`config.mk`:
```
export PLATFORM = sky130hd
export DESIGN_NAME = resconv_mode_ctrl
export DESIGN_NICKNAME = d
export VERILOG_FILES = /design/src/rtl/resconv_pkg.sv /design/src/rtl/resconv_off_timer.sv /design/src/rtl/resconv_on_calc.sv /design/src/rtl/resconv_mode_fsm.sv /design/src/rtl/resconv_mode_ctrl.sv
export SDC_FILE = /design/constraint.sdc
export NUM_CORES = 1
export LEC_CHECK = 0
export CELL_PAD_IN_SITES_DETAIL_PLACEMENT = 1
export CELL_PAD_IN_SITES_GLOBAL_PLACEMENT = 2
export CORE_MARGIN = 4
export CORE_UTILIZATION = 40
export DETAILED_ROUTE_END_ITERATION = 8
export DONT_BUFFER_PORTS = 1
export PLACE_DENSITY_LB_ADDON = 0.1
export REMOVE_ABC_BUFFERS = 1
export SYNTH_ARGS = -nofsm -noshare
export SYNTH_HDL_FRONTEND = slang
export SYNTH_HIERARCHICAL = 1
export SYNTH_SLANG_ARGS = --single-unit
```
`constraint.sdc`:
```
create_clock -name clk -period 6.1 [get_ports clk]
set_input_delay 0.61 -clock clk [delete_from_list [all_inputs] [get_ports clk]]
set_output_delay 0.61 -clock clk [all_outputs]
set_load 0.05 [all_outputs]
```
`src/rtl/resconv_pkg.sv`:
```
package resconv_pkg;
  typedef enum logic [2:0] {
    MD_STANDBY  = 3'd0,
    MD_NORMAL   = 3'd1,
    MD_OVERLOAD = 3'd2,
    MD_FOLDBACK = 3'd3,
    MD_BURST    = 3'd4
  } mode_e;

  typedef enum logic [1:0] {
    PH_IDLE,
    PH_ON,
    PH_OFF,
    PH_WAIT
  } phase_e;
endpackage

```
`src/rtl/resconv_off_timer.sv`:
```
module resconv_off_timer #(
  parameter int CNT_W    = 10,
  parameter int OFF_MAX  = 200,
  parameter int OFF_INIT = 64
) (
  input  logic             clk,
  input  logic             rst_n,
  input  logic             en_i,
  input  logic             active_i,
  input  logic             edge_i,
  output logic             done_o,
  output logic [CNT_W-1:0] meas_o
);
  localparam logic [CNT_W-1:0] MAX_V  = CNT_W'(OFF_MAX);
  localparam logic [CNT_W-1:0] INIT_V = CNT_W'(OFF_INIT);

  logic [CNT_W-1:0] cnt;

  // window closes on the resonance edge or on the timeout
  assign done_o = active_i && (edge_i || (cnt == MAX_V - 1'b1));

  always_ff @(posedge clk) begin
    if (!rst_n || !en_i) begin
      cnt    <= '0;
      meas_o <= INIT_V;
    end else if (active_i) begin
      if (done_o) begin
        cnt    <= '0;
        meas_o <= cnt + 1'b1;
      end else begin
        cnt <= cnt + 1'b1;
      end
    end else begin
      cnt <= '0;
    end
  end

  // measurement stays inside 1..OFF_MAX
  p_meas_range_r2: assert property (@(posedge clk) disable iff (!rst_n)
    (meas_o != '0) && (meas_o <= MAX_V));

  // edges outside the rest window leave the measurement alone
  p_edge_outside_r2: assert property (@(posedge clk) disable iff (!rst_n)
    (en_i && !active_i) |=> $stable(meas_o));
endmodule

```
`src/rtl/resconv_on_calc.sv`:
```
module resconv_on_calc
  import resconv_pkg::*;
#(
  parameter int CNT_W      = 10,
  parameter int LVL_W      = 3,
  parameter int CUT_STEPS  = 2,
  parameter int WAIT_SHIFT = 3,
  parameter int FB_WAIT    = 20
) (
  input  logic [CNT_W-1:0] meas_i,
  input  mode_e            mode_i,
  input  logic [LVL_W-1:0] lvl_i,
  output logic [CNT_W-1:0] on_tgt_o,
  output logic [CNT_W-1:0] extra_o,
  output logic             cut_en_o
);
  localparam logic [LVL_W-1:0] CUT_V = LVL_W'(CUT_STEPS);

  logic [CNT_W+1:0] triple;
  logic [CNT_W-1:0] base;
  logic [CNT_W-1:0] raw;
  logic [LVL_W-1:0] shamt;

  always_comb begin
    // 3*M by shift-and-add, then divide by four
    triple  = {2'b00, meas_i} + {1'b0, meas_i, 1'b0};
    base    = triple[CNT_W+1:2];
    shamt   = (lvl_i > CUT_V) ? CUT_V : lvl_i;
    raw     = base;
    extra_o = '0;
    case (mode_i)
      MD_STANDBY: begin
        raw = base >> shamt;
        if (lvl_i > CUT_V) extra_o = CNT_W'(lvl_i - CUT_V) << WAIT_SHIFT;
      end
      MD_FOLDBACK: begin
        raw     = base >> 1;
        extra_o = CNT_W'(FB_WAIT);
      end
      default: raw = base;
    endcase
    on_tgt_o = (raw == '0) ? CNT_W'(1) : raw;
  end

  assign cut_en_o = (mode_i == MD_OVERLOAD) || (mode_i == MD_FOLDBACK) ||
                    (mode_i == MD_BURST);
endmodule

```
`src/rtl/resconv_mode_fsm.sv`:
```
module resconv_mode_fsm
  import resconv_pkg::*;
#(
  parameter int CNT_W        = 10,
  parameter int LVL_MAX      = 4,
  parameter int LVL_W        = 3,
  parameter int ON_MIN       = 12,
  parameter int FB_CYCLES    = 4,
  parameter int BURST_CYCLES = 3
) (
  input  logic             clk,
  input  logic             rst_n,
  input  logic             en_i,
  input  logic             init_i,
  input  logic             end_i,
  input  logic             cut_i,
  input  logic [CNT_W-1:0] len_i,
  input  logic             low_i,
  input  logic             high_i,
  output mode_e            mode_o,
  output logic [LVL_W-1:0] lvl_o
);
  localparam int CYC_MAX = (FB_CYCLES > BURST_CYCLES) ? FB_CYCLES : BURST_CYCLES;
  localparam int CYC_W   = $clog2(CYC_MAX + 1);
  localparam logic [CYC_W-1:0] FB_LAST = CYC_W'(FB_CYCLES - 1);
  localparam logic [CYC_W-1:0] BU_LAST = CYC_W'(BURST_CYCLES - 1);
  localparam logic [LVL_W-1:0] LVL_TOP = LVL_W'(LVL_MAX);
  localparam logic [CNT_W-1:0] MIN_V   = CNT_W'(ON_MIN);

  logic [CYC_W-1:0] cyc;

  always_ff @(posedge clk) begin
    if (!rst_n || !en_i || init_i) begin
      mode_o <= MD_STANDBY;
      lvl_o  <= '0;
      cyc    <= '0;
    end else if (end_i) begin
      case (mode_o)
        MD_STANDBY: begin
          if (low_i) begin
            if (lvl_o != LVL_TOP) lvl_o <= lvl_o + 1'b1;
          end else if (lvl_o == '0) begin
            mode_o <= MD_NORMAL;
          end else begin
            lvl_o <= lvl_o - 1'b1;
          end
        end
        MD_NORMAL: begin
          if (high_i) begin
            mode_o <= MD_OVERLOAD;
          end else if (low_i) begin
            mode_o <= MD_STANDBY;
            lvl_o  <= '0;
          end
        end
        MD_OVERLOAD: begin
          if (cut_i && (len_i < MIN_V)) begin
            mode_o <= MD_FOLDBACK;
            cyc    <= '0;
          end else if (!cut_i && !high_i) begin
            mode_o <= MD_NORMAL;
          end
        end
        MD_FOLDBACK: begin
          if (cyc == FB_LAST) begin
            mode_o <= MD_BURST;
            cyc    <= '0;
          end else begin
            cyc <= cyc + 1'b1;
          end
        end
        MD_BURST: begin
          if (cyc == BU_LAST) begin
            mode_o <= high_i ? MD_FOLDBACK : MD_NORMAL;
            cyc    <= '0;
          end else begin
            cyc <= cyc + 1'b1;
          end
        end
        default: mode_o <= MD_STANDBY;
      endcase
    end
  end

  // the strobe lands in Standby at level zero
  p_init_standby_r11: assert property (@(posedge clk) disable iff (!rst_n)
    (en_i && init_i) |=> (mode_o == MD_STANDBY) && (lvl_o == '0));

  // no mode change between pulse ends
  p_hold_between_r4: assert property (@(posedge clk) disable iff (!rst_n)
    (en_i && !init_i && !end_i) |=> $stable(mode_o));

  // overload flag at a Normal pulse end
  p_normal_high_r4: assert property (@(posedge clk) disable iff (!rst_n)
    (en_i && !init_i && end_i && (mode_o == MD_NORMAL) && high_i) |=>
      (mode_o == MD_OVERLOAD));

  // level saturates
  p_lvl_cap_r5: assert property (@(posedge clk) disable iff (!rst_n)
    lvl_o <= LVL_TOP);
endmodule

```
`src/rtl/resconv_mode_ctrl.sv`:
```
module resconv_mode_ctrl
  import resconv_pkg::*;
#(
  parameter int CNT_W        = 10,
  parameter int OFF_MAX      = 200,
  parameter int OFF_INIT     = 64,
  parameter int ON_MIN       = 12,
  parameter int FB_CYCLES    = 4,
  parameter int BURST_CYCLES = 3,
  parameter int FB_WAIT      = 20,
  parameter int CUT_STEPS    = 2,
  parameter int LVL_MAX      = 4,
  parameter int WAIT_SHIFT   = 3
) (
  input  logic       clk,
  input  logic       rst_n,
  input  logic       en_i,
  input  logic       init_i,
  input  logic       res_edge_i,
  input  logic       low_i,
  input  logic       high_i,
  input  logic       peak_i,
  output logic       gate_o,
  output logic [2:0] mode_o
);
  localparam int LVL_W = $clog2(LVL_MAX + 1);

  phase_e           phase;
  logic [CNT_W-1:0] seq_cnt;
  logic [CNT_W:0]   seq_nxt;
  logic [CNT_W-1:0] meas;
  logic [CNT_W-1:0] on_tgt;
  logic [CNT_W-1:0] extra;
  mode_e            mode;
  logic [LVL_W-1:0] lvl;
  logic             cut_en;
  logic             cut_hit;
  logic             on_end;
  logic             off_done;
  logic             wait_end;

  assign seq_nxt  = {1'b0, seq_cnt} + 1'b1;
  assign cut_hit  = (phase == PH_ON) && peak_i && cut_en;
  assign on_end   = (phase == PH_ON) && ((seq_nxt >= {1'b0, on_tgt}) || cut_hit);
  assign wait_end = seq_nxt >= {1'b0, extra};

  resconv_off_timer #(
    .CNT_W(CNT_W), .OFF_MAX(OFF_MAX), .OFF_INIT(OFF_INIT)
  ) u_off (
    .clk(clk), .rst_n(rst_n), .en_i(en_i),
    .active_i(phase == PH_OFF), .edge_i(res_edge_i),
    .done_o(off_done), .meas_o(meas)
  );

  resconv_on_calc #(
    .CNT_W(CNT_W), .LVL_W(LVL_W), .CUT_STEPS(CUT_STEPS),
    .WAIT_SHIFT(WAIT_SHIFT), .FB_WAIT(FB_WAIT)
  ) u_calc (
    .meas_i(meas), .mode_i(mode), .lvl_i(lvl),
    .on_tgt_o(on_tgt), .extra_o(extra), .cut_en_o(cut_en)
  );

  resconv_mode_fsm #(
    .CNT_W(CNT_W), .LVL_MAX(LVL_MAX), .LVL_W(LVL_W), .ON_MIN(ON_MIN),
    .FB_CYCLES(FB_CYCLES), .BURST_CYCLES(BURST_CYCLES)
  ) u_fsm (
    .clk(clk), .rst_n(rst_n), .en_i(en_i), .init_i(init_i),
    .end_i(on_end), .cut_i(cut_hit), .len_i(seq_nxt[CNT_W-1:0]),
    .low_i(low_i), .high_i(high_i), .mode_o(mode), .lvl_o(lvl)
  );

  // converter cycle sequencer: on, measured rest, optional extended rest
  always_ff @(posedge clk) begin
    if (!rst_n || !en_i) begin
      phase   <= PH_IDLE;
      seq_cnt <= '0;
    end else begin
      case (phase)
        PH_IDLE: begin
          phase   <= PH_ON;
          seq_cnt <= '0;
        end
        PH_ON: begin
          if (on_end) begin
            phase   <= PH_OFF;
            seq_cnt <= '0;
          end else begin
            seq_cnt <= seq_cnt + 1'b1;
          end
        end
        PH_OFF: begin
          seq_cnt <= '0;
          if (off_done) phase <= (extra != '0) ? PH_WAIT : PH_ON;
        end
        default: begin
          if (wait_end) begin
            phase   <= PH_ON;
            seq_cnt <= '0;
          end else begin
            seq_cnt <= seq_cnt + 1'b1;
          end
        end
      endcase
    end
  end

  assign gate_o = (phase == PH_ON);
  assign mode_o = mode;

  // disabled controller releases the switch and shows Standby
  p_gate_off_r1: assert property (@(posedge clk) disable iff (!rst_n)
    !en_i |=> (!gate_o && (mode_o == 3'd0)));

  // on counter never passes the target
  p_on_bound_r3: assert property (@(posedge clk) disable iff (!rst_n)
    (phase == PH_ON) |-> (seq_cnt < on_tgt));

  // a peak in a protective mode drops the gate next cycle
  p_peak_cut_r7: assert property (@(posedge clk) disable iff (!rst_n)
    cut_hit |=> !gate_o);
endmodule

```
==> results.json <==
{
  "cts-htree-levels": 2,
  "hold_path_startpoint": "u_off/cnt[0]",
  "worst_path_most_repeated_cell": "sky130_fd_sc_hd__a211o_1",
  "post-route-util_pct": 43.2,
  "die_area_um2": 11000,
  "first_pass_grt_wire_length_mm": 16.7,
  "report.final.setup_viol": 0,
  "worst_slew_pin_slew_ns": 0.836,
  "hold_path.class": "reg -> reg",
  "dr.first_iter.drc_count": 107,
  "cp.required_ns": 6.33,
  "crit_path_max_fanout": 6,
  "layout-drive-gt1-share_pct": 11.3,
  "grt_start_max_net_pins": 21,
  "post-cts-setup-buffers": 0,
  "final-max-slew-violation-count": 0,
  "numCtsBuffers": 5,
  "setup.worst_path.class": "reg -> reg",
  "cellLeakagePower_nw": 1.52,
  "clk_transition_reported_paths_ns": 0.09,
  "root_buffer": "sky130_fd_sc_hd__clkbuf_8",
  "syn_inst": 457,
  "timing_hold_violations_final": 0,
  "timing.final.crit_share_pct": 81.7,
  "asyncSetResetFlopFracSynth_pct": 0,
  "synth-edff-count": 0,
  "reg2reg_from": "u_off/meas_o[1]",
  "globalRouteOverflowTotal": 0,
  "cp-start-kind": "register",
  "aggregate_global_route_resource_usage_pct": 18.5,
  "hold_path_end": "u_off/cnt[0]",
  "ys_seq_elements": 41,
  "crit_arrival_ns": 5.21,
  "die_width_um": 105,
  "r2r_end": "u_fsm/lvl_o[1]",
  "yosysSeqAreaShare_pct": 21.8,
  "critical_path.endpoint_type": "register",
  "yosysWarnings": 6,
  "power_density_nw_per_um2": 143,
  "multi_input_area_um2": 2700,
  "placement.io_buffers": 0,
  "dp_hpwl_mm": 7.85,
  "syn-mean-instance-area_um2": 8.22,
  "fillerInstances": 1132,
  "number_of_optimization_iterations_in_the_first_detailed_route_pass": 4,
  "post_drt_via_cell_ratio": 5.64,
  "ir_drop_mv": 0.104,
  "gp_congestion": 0.823,
  "power_frac_comb_pct": 5.7,
  "postSynth.topFlopCell": "sky130_fd_sc_hd__dfxtp_1",
  "fp-row-count": 35,
  "route.final.wire_length_mm": 9.67,
  "totalNegativeSetupSlack_ns": 0,
  "timing.critical_path.cells": "inv_1 > fa_1 > nand2b_1 > a211o_1 > nand2_1 > xnor2_2 > o221ai_2 > or4_1 > or3_1 > o41ai_2 > ha_1 > nor2b_1 > o21ai_0 > a21oi_4 > o211ai_1 > and2_2 > nor3b_1 > o221ai_1 > a211o_1 > a21oi_1",
  "dr_total_vias": 3221,
  "tritoncts": "built",
  "setup_repair_after_global_routing_missed_its_margin": "no",
  "clock_tree.buffer_depth": 2,
  "nets": 510,
  "clkLatencyLatePin_ns": 0.30,
  "power_switching_mw": 0.126,
  "timing.max_cap.violations": 0,
  "number_of_global_route_vias_before_repair": 3342,
  "grt_antenna_before_repair": 0,
  "period_minus_slack_ns": 4.99,
  "switching_share_pct": 22.1,
  "worstRegToRegCells": 20,
  "cts-resized-gates": 0,
  "power.internal_mw": 0.444,
  "fmax_mhz": 201,
  "antenna_left": 0,
  "critical_path.max_stage_delay_ns": 0.52,
  "area.growth.synth_to_final_pct": 5.76,
  "clkPwrFrac_pct": 47.0,
  "worstHoldPathCells": 1,
  "drc_viols": 0,
  "clkSinkCount": 41,
  "sequential_cell_area_um2": 821,
  "seq_power_share_pct": 47.4,
  "netlist-cell-type-count": 77,
  "wire_per_inst_um": 16.9,
  "final.setup_skew_ns": 0.00613,
  "slew_headroom_pct": 44.3,
  "reg2reg_setup_slack_ns": 1.11,
  "antenna_cells": 0,
  "io_pins": 12,
  "post_cts_hold_buffer_count": 0,
  "critical-path-slowest-cell": "sky130_fd_sc_hd__or4_1",
  "outcome": "finished clean",
  "netlist_area_um2": 3760,
  "floorplan.die.height_um": 105,
  "placeableCoreArea_um2": 9200,
  "initial_core_util_pct": 40.9
}
per-stage QoR:
stage	std cells	worst slack (ns)	hold WS [ns]	instance area, um^2	power [mW]
2_1_floorplan	449	1.56	0.440	3680	0.302
3_3_place_gp	563	1.24	0.473	3840	0.307
3_5_place_dp	563	1.13	0.488	3840	0.308
4_1_cts	571	1.09	0.511	3970	0.580
5_1_grt	571	0.666	0.530	3970	0.593
6_report	571	1.11	0.508	3970	0.569
sequential cells by signal (all words and copies together) (netlist names):
| signal | cells |
|---|---|
| seq_cnt | 10 |
| phase | 2 |
| u_fsm/mode_o | 3 |
| u_off/cnt | 10 |
| u_off/meas_o | 10 |
| u_fsm/cyc | 3 |
| u_fsm/lvl_o | 3 |
Yosys cell counts (4+ instances only):
cell type,count,area share [%]
sky130_fd_sc_hd__a21oi_1,23,3.1
sky130_fd_sc_hd__nor4_1,4,0.67
sky130_fd_sc_hd__and3_1,7,1.2
sky130_fd_sc_hd__nand2_1,35,3.5
sky130_fd_sc_hd__xnor2_1,13,3.0
sky130_fd_sc_hd__mux2i_1,6,1.6
sky130_fd_sc_hd__ha_1,41,14
sky130_fd_sc_hd__a31oi_1,6,1.0
sky130_fd_sc_hd__xor2_1,8,1.9
sky130_fd_sc_hd__o21ai_2,4,0.93
sky130_fd_sc_hd__a22oi_1,4,0.80
sky130_fd_sc_hd__and2_1,15,2.5
sky130_fd_sc_hd__nand3_1,17,2.3
sky130_fd_sc_hd__buf_4,9,1.8
sky130_fd_sc_hd__nor2_1,41,4.1
sky130_fd_sc_hd__a211oi_1,5,1.0
sky130_fd_sc_hd__nand2b_1,5,0.83
sky130_fd_sc_hd__o211ai_1,4,0.80
sky130_fd_sc_hd__dfxtp_1,41,22
sky130_fd_sc_hd__nor3_1,11,1.5
sky130_fd_sc_hd__inv_1,42,4.2
sky130_fd_sc_hd__nand4_1,4,0.67
sky130_fd_sc_hd__o21ai_0,19,2.5
sky130_fd_sc_hd__nor2b_1,6,1.0
sky130_fd_sc_hd__a211oi_2,7,2.3
sky130_fd_sc_hd__a211o_1,5,1.2
cell usage in the layout, fill, tap and decap left out, types with 6 or more instances in the layout:
master                      n
sky130_fd_sc_hd__inv_1     42
sky130_fd_sc_hd__nor2_1    41
sky130_fd_sc_hd__ha_1      41
sky130_fd_sc_hd__dfxtp_1   41
sky130_fd_sc_hd__nand2_1   35
sky130_fd_sc_hd__a21oi_1   23
sky130_fd_sc_hd__o21ai_0   19
sky130_fd_sc_hd__nand3_1   17
sky130_fd_sc_hd__and2_1    15
sky130_fd_sc_hd__xnor2_1   13
sky130_fd_sc_hd__nor3_1    11
sky130_fd_sc_hd__xor2_1     8
sky130_fd_sc_hd__and3_1     7
sky130_fd_sc_hd__a211oi_2   7
sky130_fd_sc_hd__nor2b_1    6
sky130_fd_sc_hd__a31oi_1    6
sky130_fd_sc_hd__mux2i_1    6
sky130_fd_sc_hd__conb_1     6
critical path: cells and delay by family (launching register included):
family / cells / cell delay [ns]
buf+inv: 1 / 0.09
simple gates: 7 / 1.59
fa+ha+maj: 2 / 0.64
xor+xnor: 1 / 0.15
compound gates: 9 / 2.01
flops: 1 / 0.43
power groups by stage:
stage	logic [mW]	registers [mW]	clock network (mW)
finish	0.0322	0.270	0.267
global placement	0.0311	0.276	0
global route	0.0364	0.270	0.286
floorplan	0.0264	0.276	0
detailed placement	0.0321	0.276	0
CTS	0.0323	0.270	0.278
layout make-up:
cell class / instances / area share [%]
clock inverters: 3 / 1.64
flip-flops and latches: 41 / 20.7
clock buffers: 5 / 1.73
multi-input cells: 365 / 67.9
repair buffers: 3 / 0.567
well taps: 111 / 3.49
inverters: 43 / 4.06
logic make-up after synthesis:
group | count (synthesis) | synth area share (%)
simple gates | 172 | 24.5
compound gates | 116 | 25.0
buf+inv | 56 | 6.89
fa+ha+maj | 43 | 14.7
flops | 41 | 21.8
xor+xnor | 22 | 5.33
mux | 6 | 1.60
other cells | 1 | 0.0998
routing by layer:
layer / global-route usage (%) / routed length (um)
met5: 0 / 0
met4: 3.47 / 100
met2: 30.8 / 4400
met3: 3.03 / 291
met1: 25.4 / 4880
worst max path at each step:
stage                           endpoint  slack, ns       startpoint
after floorplan           u_fsm/lvl_o[1]       1.56  u_off/meas_o[1]
after global placement    u_fsm/lvl_o[2]       1.24  u_off/meas_o[1]
after detailed placement  u_fsm/lvl_o[1]       1.13  u_off/meas_o[1]
after CTS                 u_fsm/lvl_o[1]       1.09  u_off/meas_o[1]
after global routing      u_fsm/lvl_o[2]       0.67  u_off/meas_o[1]
final                     u_fsm/lvl_o[1]       1.11  u_off/meas_o[1]
No activity file was read; power rests on OpenSTA's default activity.
